$ cat config.mk
export PLATFORM = sky130hd
export DESIGN_NAME = offset_cal_seq
export DESIGN_NICKNAME = d
export VERILOG_FILES = /design/src/rtl/offcal_pkg.sv /design/src/rtl/ocal_ctrl.sv /design/src/rtl/ocal_accum.sv /design/src/rtl/ocal_dcblk.sv /design/src/rtl/offset_cal_seq.sv
export SDC_FILE = /design/constraint.sdc
export NUM_CORES = 1
export LEC_CHECK = 0
export CAP_MARGIN = 20
export CORE_ASPECT_RATIO = 1.1
export CORE_UTILIZATION = 45
export CTS_BUF_LIST = sky130_fd_sc_hd__clkbuf_4
export DETAILED_ROUTE_END_ITERATION = 8
export DONT_BUFFER_PORTS = 1
export HOLD_SLACK_MARGIN = 0.05
export PLACE_DENSITY = 0.61
export SLEW_MARGIN = 20
export SYNTH_ARGS = -nofsm -noshare
export SYNTH_HDL_FRONTEND = slang
export SYNTH_SLANG_ARGS = --single-unit
export TNS_END_PERCENT = 1
$ cat constraint.sdc
create_clock -name clk -period 8.26 [get_ports clk]
set_input_delay 0.413 -clock clk [delete_from_list [all_inputs] [get_ports clk]]
set_output_delay 0.413 -clock clk [all_outputs]
set_load 0.03 [all_outputs]
$ cat src/rtl/offcal_pkg.sv
package offcal_pkg;

    localparam int SMP_W = 24;
    localparam int NCH   = 2;
    localparam int EXT_W = SMP_W + 2;

    typedef logic signed [SMP_W-1:0] smp_t;
    typedef logic signed [EXT_W-1:0] ext_t;

    typedef enum logic [1:0] {
        SEQ_OFF = 2'd0,
        SEQ_CAL = 2'd1,
        SEQ_RUN = 2'd2
    } seq_e;

    localparam ext_t SMP_MAX = ext_t'((1 <<< (SMP_W - 1)) - 1);
    localparam ext_t SMP_MIN = -ext_t'(1 <<< (SMP_W - 1));

    // clamp a widened value into the sample range
    function automatic smp_t clamp_smp(input ext_t v);
        if (v > SMP_MAX)
            return smp_t'(SMP_MAX);
        else if (v < SMP_MIN)
            return smp_t'(SMP_MIN);
        else
            return smp_t'(v);
    endfunction

endpackage

$ cat src/rtl/ocal_ctrl.sv
module ocal_ctrl
    import offcal_pkg::*;
#(
    parameter int CAL_LOG2 = 10
) (
    input  logic clk,
    input  logic rst_n,
    input  logic smp_valid,
    input  logic ref_sel,
    output seq_e state_o,
    output logic cal_last,
    output logic tap_vcm
);

    localparam logic [CAL_LOG2-1:0] LAST_IDX = {CAL_LOG2{1'b1}};

    seq_e                state;
    logic [CAL_LOG2-1:0] cnt;
    logic                src_live;

    assign cal_last = (state == SEQ_CAL) && smp_valid && (cnt == LAST_IDX);
    assign tap_vcm  = (state == SEQ_CAL) && !src_live;
    assign state_o  = state;

    always_ff @(posedge clk) begin
        if (!rst_n) begin
            state    <= SEQ_OFF;
            cnt      <= '0;
            src_live <= 1'b0;
        end else begin
            unique case (state)
                SEQ_OFF: begin
                    state    <= SEQ_CAL;
                    cnt      <= '0;
                    src_live <= ref_sel;
                end
                SEQ_CAL: begin
                    if (smp_valid) begin
                        cnt <= cnt + 1'b1;
                    end
                    if (cal_last) begin
                        state <= SEQ_RUN;
                    end
                end
                SEQ_RUN: state <= SEQ_RUN;
                default: state <= SEQ_OFF;
            endcase
        end
    end

endmodule

$ cat src/rtl/ocal_accum.sv
module ocal_accum
    import offcal_pkg::*;
#(
    parameter int CAL_LOG2 = 10
) (
    input  logic clk,
    input  logic rst_n,
    input  logic acc_en,
    input  logic done,
    input  smp_t smp_i,
    output smp_t offset_o
);

    localparam int ACC_W = SMP_W + CAL_LOG2;

    logic signed [ACC_W-1:0] acc;
    logic signed [ACC_W-1:0] sum_next;

    assign sum_next = acc + ACC_W'(smp_i);

    always_ff @(posedge clk) begin
        if (!rst_n) begin
            acc      <= '0;
            offset_o <= '0;
        end else if (acc_en) begin
            acc <= sum_next;
            if (done) begin
                offset_o <= smp_t'(sum_next >>> CAL_LOG2);
            end
        end
    end

endmodule

$ cat src/rtl/ocal_dcblk.sv
module ocal_dcblk
    import offcal_pkg::*;
#(
    parameter int HPF_SHIFT = 12
) (
    input  logic clk,
    input  logic rst_n,
    input  logic run,
    input  logic busy,
    input  logic smp_valid,
    input  logic hpf_en,
    input  smp_t corr_i,
    output smp_t out_o
);

    smp_t x_prev;
    smp_t y_prev;
    ext_t diff;
    ext_t fb;
    smp_t y_new;

    always_comb begin
        diff  = ext_t'(corr_i) - ext_t'(x_prev);
        fb    = ext_t'(y_prev) - ext_t'(y_prev >>> HPF_SHIFT);
        y_new = clamp_smp(diff + fb);
    end

    always_ff @(posedge clk) begin
        if (!rst_n) begin
            x_prev <= '0;
            y_prev <= '0;
            out_o  <= '0;
        end else if (smp_valid) begin
            if (run) begin
                x_prev <= corr_i;
                if (hpf_en) begin
                    y_prev <= y_new;
                    out_o  <= y_new;
                end else begin
                    y_prev <= '0;
                    out_o  <= corr_i;
                end
            end else if (busy) begin
                out_o <= '0;
            end
        end
    end

endmodule

$ cat src/rtl/offset_cal_seq.sv
module offset_cal_seq
    import offcal_pkg::*;
#(
    parameter int CAL_LOG2  = 10,
    parameter int HPF_SHIFT = 12
) (
    input  logic             clk,
    input  logic             rst_n,
    input  logic             smp_valid,
    input  logic [SMP_W-1:0] in_left,
    input  logic [SMP_W-1:0] in_right,
    input  logic             ref_sel,
    input  logic             hpf_en,
    output logic             cal_busy,
    output logic             tap_vcm,
    output logic             out_valid,
    output logic [SMP_W-1:0] out_left,
    output logic [SMP_W-1:0] out_right
);

    seq_e state;
    logic cal_last;
    logic busy;
    logic run;
    smp_t smp_in  [NCH];
    smp_t smp_out [NCH];

    assign smp_in[0] = smp_t'(in_left);
    assign smp_in[1] = smp_t'(in_right);

    ocal_ctrl #(
        .CAL_LOG2 (CAL_LOG2)
    ) u_ctrl (
        .clk       (clk),
        .rst_n     (rst_n),
        .smp_valid (smp_valid),
        .ref_sel   (ref_sel),
        .state_o   (state),
        .cal_last  (cal_last),
        .tap_vcm   (tap_vcm)
    );

    assign busy     = (state == SEQ_CAL);
    assign run      = (state == SEQ_RUN);
    assign cal_busy = busy;

    for (genvar ch = 0; ch < NCH; ch++) begin : g_ch
        smp_t off;
        smp_t corr;

        ocal_accum #(
            .CAL_LOG2 (CAL_LOG2)
        ) u_acc (
            .clk      (clk),
            .rst_n    (rst_n),
            .acc_en   (busy && smp_valid),
            .done     (cal_last),
            .smp_i    (smp_in[ch]),
            .offset_o (off)
        );

        assign corr = clamp_smp(ext_t'(smp_in[ch]) - ext_t'(off));

        ocal_dcblk #(
            .HPF_SHIFT (HPF_SHIFT)
        ) u_hpf (
            .clk       (clk),
            .rst_n     (rst_n),
            .run       (run),
            .busy      (busy),
            .smp_valid (smp_valid),
            .hpf_en    (hpf_en),
            .corr_i    (corr),
            .out_o     (smp_out[ch])
        );
    end

    always_ff @(posedge clk) begin
        if (!rst_n) begin
            out_valid <= 1'b0;
        end else begin
            out_valid <= smp_valid && (state != SEQ_OFF);
        end
    end

    assign out_left  = smp_out[0];
    assign out_right = smp_out[1];

endmodule

# Word-level counts from Yosys, hierarchy flattened
# Index checks and enable logic that the tools add are counted.
totals:
  reg_bits: 274
  inputBits: 53
  output_inout_bits: 51
  word_cells: 70
classes:
  n_addsub: 11
  magnitude_cmp: 8
  eq_ne: 5
  mux: 19
  n_reduce_logical: 13
ops:
  columns: ["op", "count"]
  rows:
  - ["2-to-1 mux 24 bit", 15]
  - ["subtractor 24 x 24 -> 25 bit", 4]
  - ["adder 34 x 24 -> 34 bit", 2]
  - ["adder 26 bit", 2]
  - ["greater-than comparator 26 x 24 -> 1 bit, second input constant", 2]
  - ["less-than comparator 26 x 24 -> 1 bit, second input constant", 2]
  - ["greater-than comparator 25 x 24 -> 1 bit, second input constant", 2]
  - ["less-than comparator 25 x 24 -> 1 bit, second input constant", 2]
  - ["subtractor 24 x 12 -> 25 bit", 2]
  - ["case mux 10 bit (2 select lines)", 1]
  - ["adder 10 x 1 -> 10 bit, second input constant", 1]
  - ["equality test 10 bit, second input constant", 1]
  - ["2-to-1 mux 10 bit", 1]
  - ["AND reduction 2 bit", 4]
  - ["case mux 2 bit (3 select lines)", 1]
  - ["nonzero test 2 bit", 3]
  - ["logical AND 1 bit", 4]
  - ["equality test 2 x 1 -> 1 bit, second input constant", 1]
  - ["equality test 2 bit, second input constant", 1]
  - ["logical NOT 2 bit", 1]
  - ["2-to-1 mux 2 bit", 1]
  - ["inequality test 2 x 1 -> 1 bit, second input constant", 1]
  - ["inequality test 2 bit, second input constant", 1]
  - ["logical NOT 1 bit", 1]

# Depth between registers and ports, before layout
depth:
  depth_word: 11
  ltp_mapped: 39
  mapped_depth_nobuf: 36

# Cells and area by module
# A second synthesis with hierarchy kept.
hier_totals:
  hier_cells: 3065
  hier_area_um2: 23963.0
by_module_without_submodules:
  columns: ["module", "instances", "cells_per_inst", "area_each_um2", "seq_area_each_um2"]
  rows:
  - ["ocal_dcblk", 2, 666, 5609.1, 1441.4]
  - ["ocal_accum at g_ch[1].u_acc", 1, 531, 4112.7, 1161.1]
  - ["ocal_accum at g_ch[0].u_acc", 1, 529, 4098.9, 1161.1]
  - ["offset_cal_seq", 1, 596, 3854.9, 20.0]
  - ["ocal_ctrl", 1, 77, 678.2, 260.2]

# Worst setup path after synthesis
# OpenSTA, ideal clock, no wires.
synth_timing:
  path_kind: "input to register"
  startpoint: "input port in_left[0]"
  endpoint: "register g_ch[0].u_hpf.y_prev[16]"
  setup_time_ns: 0.086
  arrival_time_ns: 7.361
  t_required_ns: 8.174
  slack_ns: 0.813
  cell_stages: 37
  n_path_buf: 3
  path_cell_list: "inv_1 > ha_1 > fa_1 > and2b_1 > o31ai_2 > o2bb2ai_1 > o21a_1 > o311ai_4 > nor3b_2 > a22oi_2 > buf_2 > a21oi_1 > ha_1 > inv_1 > fa_1 > a21o_1 > a21oi_1 > nor2b_1 > a41oi_1 > a211oi_1 > a41oi_1 > a21oi_1 > and4_1 > a2111oi_0 > xnor2_1 > ha_1 > a21o_1 > a21o_1 > a21oi_1 > o21ai_1 > o21ai_2 > or4b_1 > a22oi_2 > buf_6 > buf_6 > nand2_2 > a221oi_2"
synth_via:
  elab_chain_cells: 10
  elab_cells_between_ends: 12
  classes_between: "3 x add/sub; 4 x order compare; 5 x mux"
synth_lines:
  columns: ["item", "line", "text"]
  rows:
  - ["start, declared", "offset_cal_seq.sv:10", "input logic [SMP_W-1:0] in_left,"]
  - ["subtractor 24 x 24 -> 25 bit *", "offset_cal_seq.sv:62", "assign corr = clamp_smp(ext_t'(smp_in[ch]) - ext_t'(off));"]
  - ["less-than comparator 25 x 24 -> 1 bit", "offcal_pkg.sv:23", "else if (v < SMP_MIN)"]
  - ["2-to-1 mux 24 bit", "offcal_pkg.sv:23", null]
  - ["2-to-1 mux 24 bit *", "offcal_pkg.sv:21", "if (v > SMP_MAX)"]
  - ["subtractor 24 x 24 -> 25 bit *", "ocal_dcblk.sv:23", "diff = ext_t'(corr_i) - ext_t'(x_prev);"]
  - ["adder 26 bit *", "ocal_dcblk.sv:25", "y_new = clamp_smp(diff + fb);"]
  - ["less-than comparator 26 x 24 -> 1 bit", "offcal_pkg.sv:23", null]
  - ["2-to-1 mux 24 bit", "offcal_pkg.sv:23", null]
  - ["2-to-1 mux 24 bit *", "offcal_pkg.sv:21", null]
  - ["2-to-1 mux 24 bit *", "ocal_dcblk.sv:36", "if (hpf_en) begin"]
  - ["end signal, assigned", "ocal_dcblk.sv:37", "y_prev <= y_new;"]
  - ["end, declared", "ocal_dcblk.sv:17", "smp_t y_prev;"]
# Mark *: on every way between the ends. The rest lies on a longest branch, timed or not.
# A chain may end at the register's enable or synchronous reset.

# Worst setup path after layout
layout_timing:
  startpoint: "register g_ch[1].u_acc.offset_o[5]"
  endpoint: "register g_ch[1].u_hpf.out_o[14]"
layout_via:
  elab_chain_cells: 11
  elab_cells_between_ends: 13
  classes_between: "3 x add/sub; 4 x order compare; 6 x mux"
layout_lines:
  columns: ["item", "line", "text"]
  rows:
  - ["start, declared", "ocal_accum.sv:11", "output smp_t offset_o"]
  - ["start signal, assigned", "ocal_accum.sv:28", "offset_o <= smp_t'(sum_next >>> CAL_LOG2);"]
  - ["subtractor 24 x 24 -> 25 bit *", "offset_cal_seq.sv:62", null]
  - ["less-than comparator 25 x 24 -> 1 bit", "offcal_pkg.sv:23", null]
  - ["2-to-1 mux 24 bit", "offcal_pkg.sv:23", null]
  - ["2-to-1 mux 24 bit *", "offcal_pkg.sv:21", null]
  - ["subtractor 24 x 24 -> 25 bit", "ocal_dcblk.sv:23", null]
  - ["adder 26 bit", "ocal_dcblk.sv:25", null]
  - ["less-than comparator 26 x 24 -> 1 bit", "offcal_pkg.sv:23", null]
  - ["2-to-1 mux 24 bit", "offcal_pkg.sv:23", null]
  - ["2-to-1 mux 24 bit", "offcal_pkg.sv:21", null]
  - ["2-to-1 mux 24 bit *", "ocal_dcblk.sv:36", null]
  - ["2-to-1 mux 24 bit *", "ocal_dcblk.sv:34", "if (run) begin"]
  - ["end signal, assigned", "ocal_dcblk.sv:38", "out_o <= y_new;"]
  - ["end signal, assigned", "ocal_dcblk.sv:41", "out_o <= corr_i;"]
  - ["end, declared", "ocal_dcblk.sv:13", "output smp_t out_o"]
# Marks and branches as above.

==> impl_results.md <==
* Mapped Nets at about 3400
* CP Class: flip-flop to flip-flop
* Routed WL at about 70000 um
* FF-to-FF End: g_ch[1].u_hpf.out_o[14]
* Layout area overhead at 9.67%
* CP max-delay cell: or4_1
* EDFF count, synth at 0
* Worst flop-to-flop path startpoint: g_ch[1].u_acc.offset_o[5]
* Status: finished clean
* Hold violation count in the final report at 0
* Clk_skew at approximately 0.064 ns
* Top-Level Pins at between 100 and 150
* Slowest stage delay, CP at 0.42 ns
* Largest cells by area after synthesis: dfxtp_1, ha_1, a21oi_1
* Mapped cell area at about 23000 um2
* Clock Path Buffers at 3
* Grt ovf at 0
* H-Tree Depth at 3
* MaxCap Viol Count at 0
* R2r worst-path depth at 36
* Relative slew slack at 27.2%
* Ys flop type: dfxtp_1
* CTS tree: done
* R2r setup slk at ~0.42 ns
* Worst Max-Slew Pin Slew at approximately 1.1 ns
* Iter 0 DRT Violations at 1506
* Synthesized flop and latch total at 274
* Clk pin slew, worst setup/hold paths at 0.07 ns
* RSZ-0062 raised after global routing: yes
* Clock buffer count from CTS at 79
* First-pass GRT wire length at 110000 um
* Hold endpoint: g_ch[0].u_hpf.y_prev[16]
* Clock latency on the worst-skew pair at between 0.8 and 0.9 ns
* Mapped Cells at a little over 3000
* Clock root cell: clkbuf_4
* Final HPWL DP at about 52000 um
* Crit start category: flip-flop
* Placer Congestion at 0.958
* Setup Total Neg Slack at 0 ns
* Seq/Total Area, Yosys at 23.5%
* Critical Path RT at just under 9 ns
* Vias in the first global route at ~21000
* Final ANT Viol Nets at 0
* Critical path capture point type: flip-flop
* F_max at about 0.13 GHz
* IO buf count at 0
* Die X at roughly 220 um
* Vias per inst at roughly 5.8
* Synth cell types at 99
* Initial core utilization at a little under half
* Fillcell total at approximately 5100
* Hold_ws at between 0.1 and 0.15 ns
* CP most frequent cell: ha_1
* Wire length per cell at roughly 18 um
* Placed instance count at between 3000 and 4000
* Fin crit share at between 90% and 100%
* Register area at between 5000 and 6000 um2
* Hold/Removal Path Class: input port to flip-flop
* Post-Route Utilization at about half
* Layout Cells excl Fill at 3852
* DRC Markers at 0
* Fin. max-slew vios at 0
* Asr flop ratio synth at 0%
* Most frequent cell after synthesis: nand2_1
* Syn_area_per_cell at 7.58 um2
* Initial antenna violation count at 2
* Yosys top cell area share at 23.5%
* Yosys top cell by area: dfxtp_1
* Min-delay src: hpf_en
* Pre-antenna DRT Iters at 7
* GRT Overall Usage at around a quarter
* Via count at around 22000
* Data arrival, critical path at around 8.5 ns
* Yosys warning count at 0
* Nets at between 3000 and 4000
* Die area at ~53000 um2
* Share of cells above drive strength 1 at around 8.5%
* Area of the multi-input gates at 16700 um2
* Pin count of the biggest net entering global routing at between 100 and 150
* Commonest cells in the netlist: nand2_1, a21oi_1, dfxtp_1
* Worst Hold Depth at 5
* Row cnt at 87
* Die height at between 200 and 250 um
* Final Setup Violations at 0
* Min Tclk post-route at between 7 and 8 ns
* CP Max Fanout at 24
* TritonCTS sink count at between 200 and 300
* Core area at between 50000 and 60000 um2
==> cell usage in the layout, fill, tap and decap left out, types with 10 or more instances in the layout <==
master | Yosys | final
mux2i_1 | 11 | 11
dlygate4sd3_1 | 0 | 33
xor2_1 | 67 | 67
ha_1 | 262 | 261
nand2_1 | 336 | 334
o21ai_1 | 17 | 18
nor2_1 | 256 | 253
and2_1 | 44 | 42
nand2b_1 | 34 | 34
a31oi_1 | 27 | 25
dfxtp_1 | 274 | 274
a221oi_1 | 17 | 17
buf_4 | 3 | 46
nand3_1 | 81 | 80
a21oi_1 | 333 | 330
clkinv_1 | 0 | 17
a22oi_1 | 15 | 15
o21ai_0 | 195 | 194
and3_1 | 26 | 26
nand4_1 | 27 | 27
xnor2_1 | 132 | 132
fa_1 | 10 | 10
o211ai_1 | 12 | 12
nor2b_1 | 32 | 32
nor3_1 | 53 | 53
or3_1 | 16 | 16
inv_1 | 208 | 208
a21oi_2 | 12 | 14
clkbuf_4 | 0 | 107
o21a_1 | 47 | 47
o21bai_1 | 23 | 23
o221ai_1 | 10 | 10
or2_2 | 11 | 11
a21o_1 | 97 | 97
a211oi_1 | 75 | 73
o31ai_1 | 12 | 12
==> metrics by stage <==
stage	worst slack [ns]	instance area, um2
after global routing	-0.0429	25600
after CTS	0.130	25400
after floorplan	0.813	23400
final	0.421	25600
after global placement	0.168	24000
after detailed placement	0.0595	24000
==> area by class of cell <==
cell class,count,area share (%)
antenna,1,0.00977
clock buffer,107,3.14
sequential,274,21.4
inverter,211,3.11
timing repair buffer,83,2.98
clock inverter,31,0.928
multi-input combinational,2478,65.2
tap,667,3.26
==> state kept, by name, summed over array words and instances (netlist names) <==
signal and flops:
g_ch.u_hpf.y_prev 48, g_ch.u_acc.offset_o 48, g_ch.u_acc.acc 68, g_ch.u_hpf.out_o 48
u_ctrl.src_live 1, out_valid 1, u_ctrl.cnt 10, g_ch.u_hpf.x_prev 48
u_ctrl.state_o 2
==> worst max-delay path by stage <==
stage,from,end,slack (ns)
2_1_floorplan,in_left[0],g_ch[0].u_hpf.y_prev[16],0.81
5_1_grt,g_ch[1].u_acc.offset_o[5],g_ch[1].u_hpf.out_o[18],-0.04
3_5_place_dp,in_left[0],g_ch[0].u_hpf.y_prev[15],0.06
6_report,g_ch[1].u_acc.offset_o[5],g_ch[1].u_hpf.out_o[14],0.42
3_3_place_gp,in_right[0],g_ch[1].u_hpf.out_o[18],0.17
4_1_cts,g_ch[0].u_acc.offset_o[0],g_ch[0].u_hpf.y_prev[15],0.13
==> timing repair <==
item | in CTS | in global routing
hold buffers | 34 | 0
resized for setup | 0 | 25
hold endpoints to repair | 147 | 0
setup buffers | 0 | 16
setup endpoints to repair | 0 | 92
==> worst max-delay path: cells and delay by family (launching register included) <==
family                   cells  cell delay [ns]
multiplexers                 1             0.26
buffers and inverters        4             0.36
flip-flops                   1             0.33
adder cells (fa/ha/maj)      4             1.25
XOR/XNOR                     2             0.29
AND/OR/NAND/NOR              8             1.60
AO/OA/AOI/OAI               17             3.64
==> cell families after synthesis <==
family                   after synthesis  share of synthesized area (%)
adder cells (fa/ha/maj)              277                           15.1
XOR/XNOR                             200                           7.53
AO/OA/AOI/OAI                       1018                           28.3
AND/OR/NAND/NOR                      970                           19.4
flip-flops                           274                           23.5
multiplexers                          13                          0.568
buffers and inverters                331                           5.60
==> per-layer routing <==
| layer | vias up | global-route usage, % | wire length [um] | share of wire, % |
|---|---|---|---|---|
| met3 | 124 | 4.74 | 4430 | 6.3 |
| met1 | 10400 | 35.4 | 33000 | 47 |
| met2 | 616 | 41.1 | 30900 | 44 |
| met5 | - | 0 | 13 | 0.018 |
| met4 | 2 | 9.64 | 2030 | 2.9 |
| li1 | 11200 | - | - | - |
Power is not shown: default switching activity piles up to over one toggle a cycle in this logic, so the estimate is an artifact.
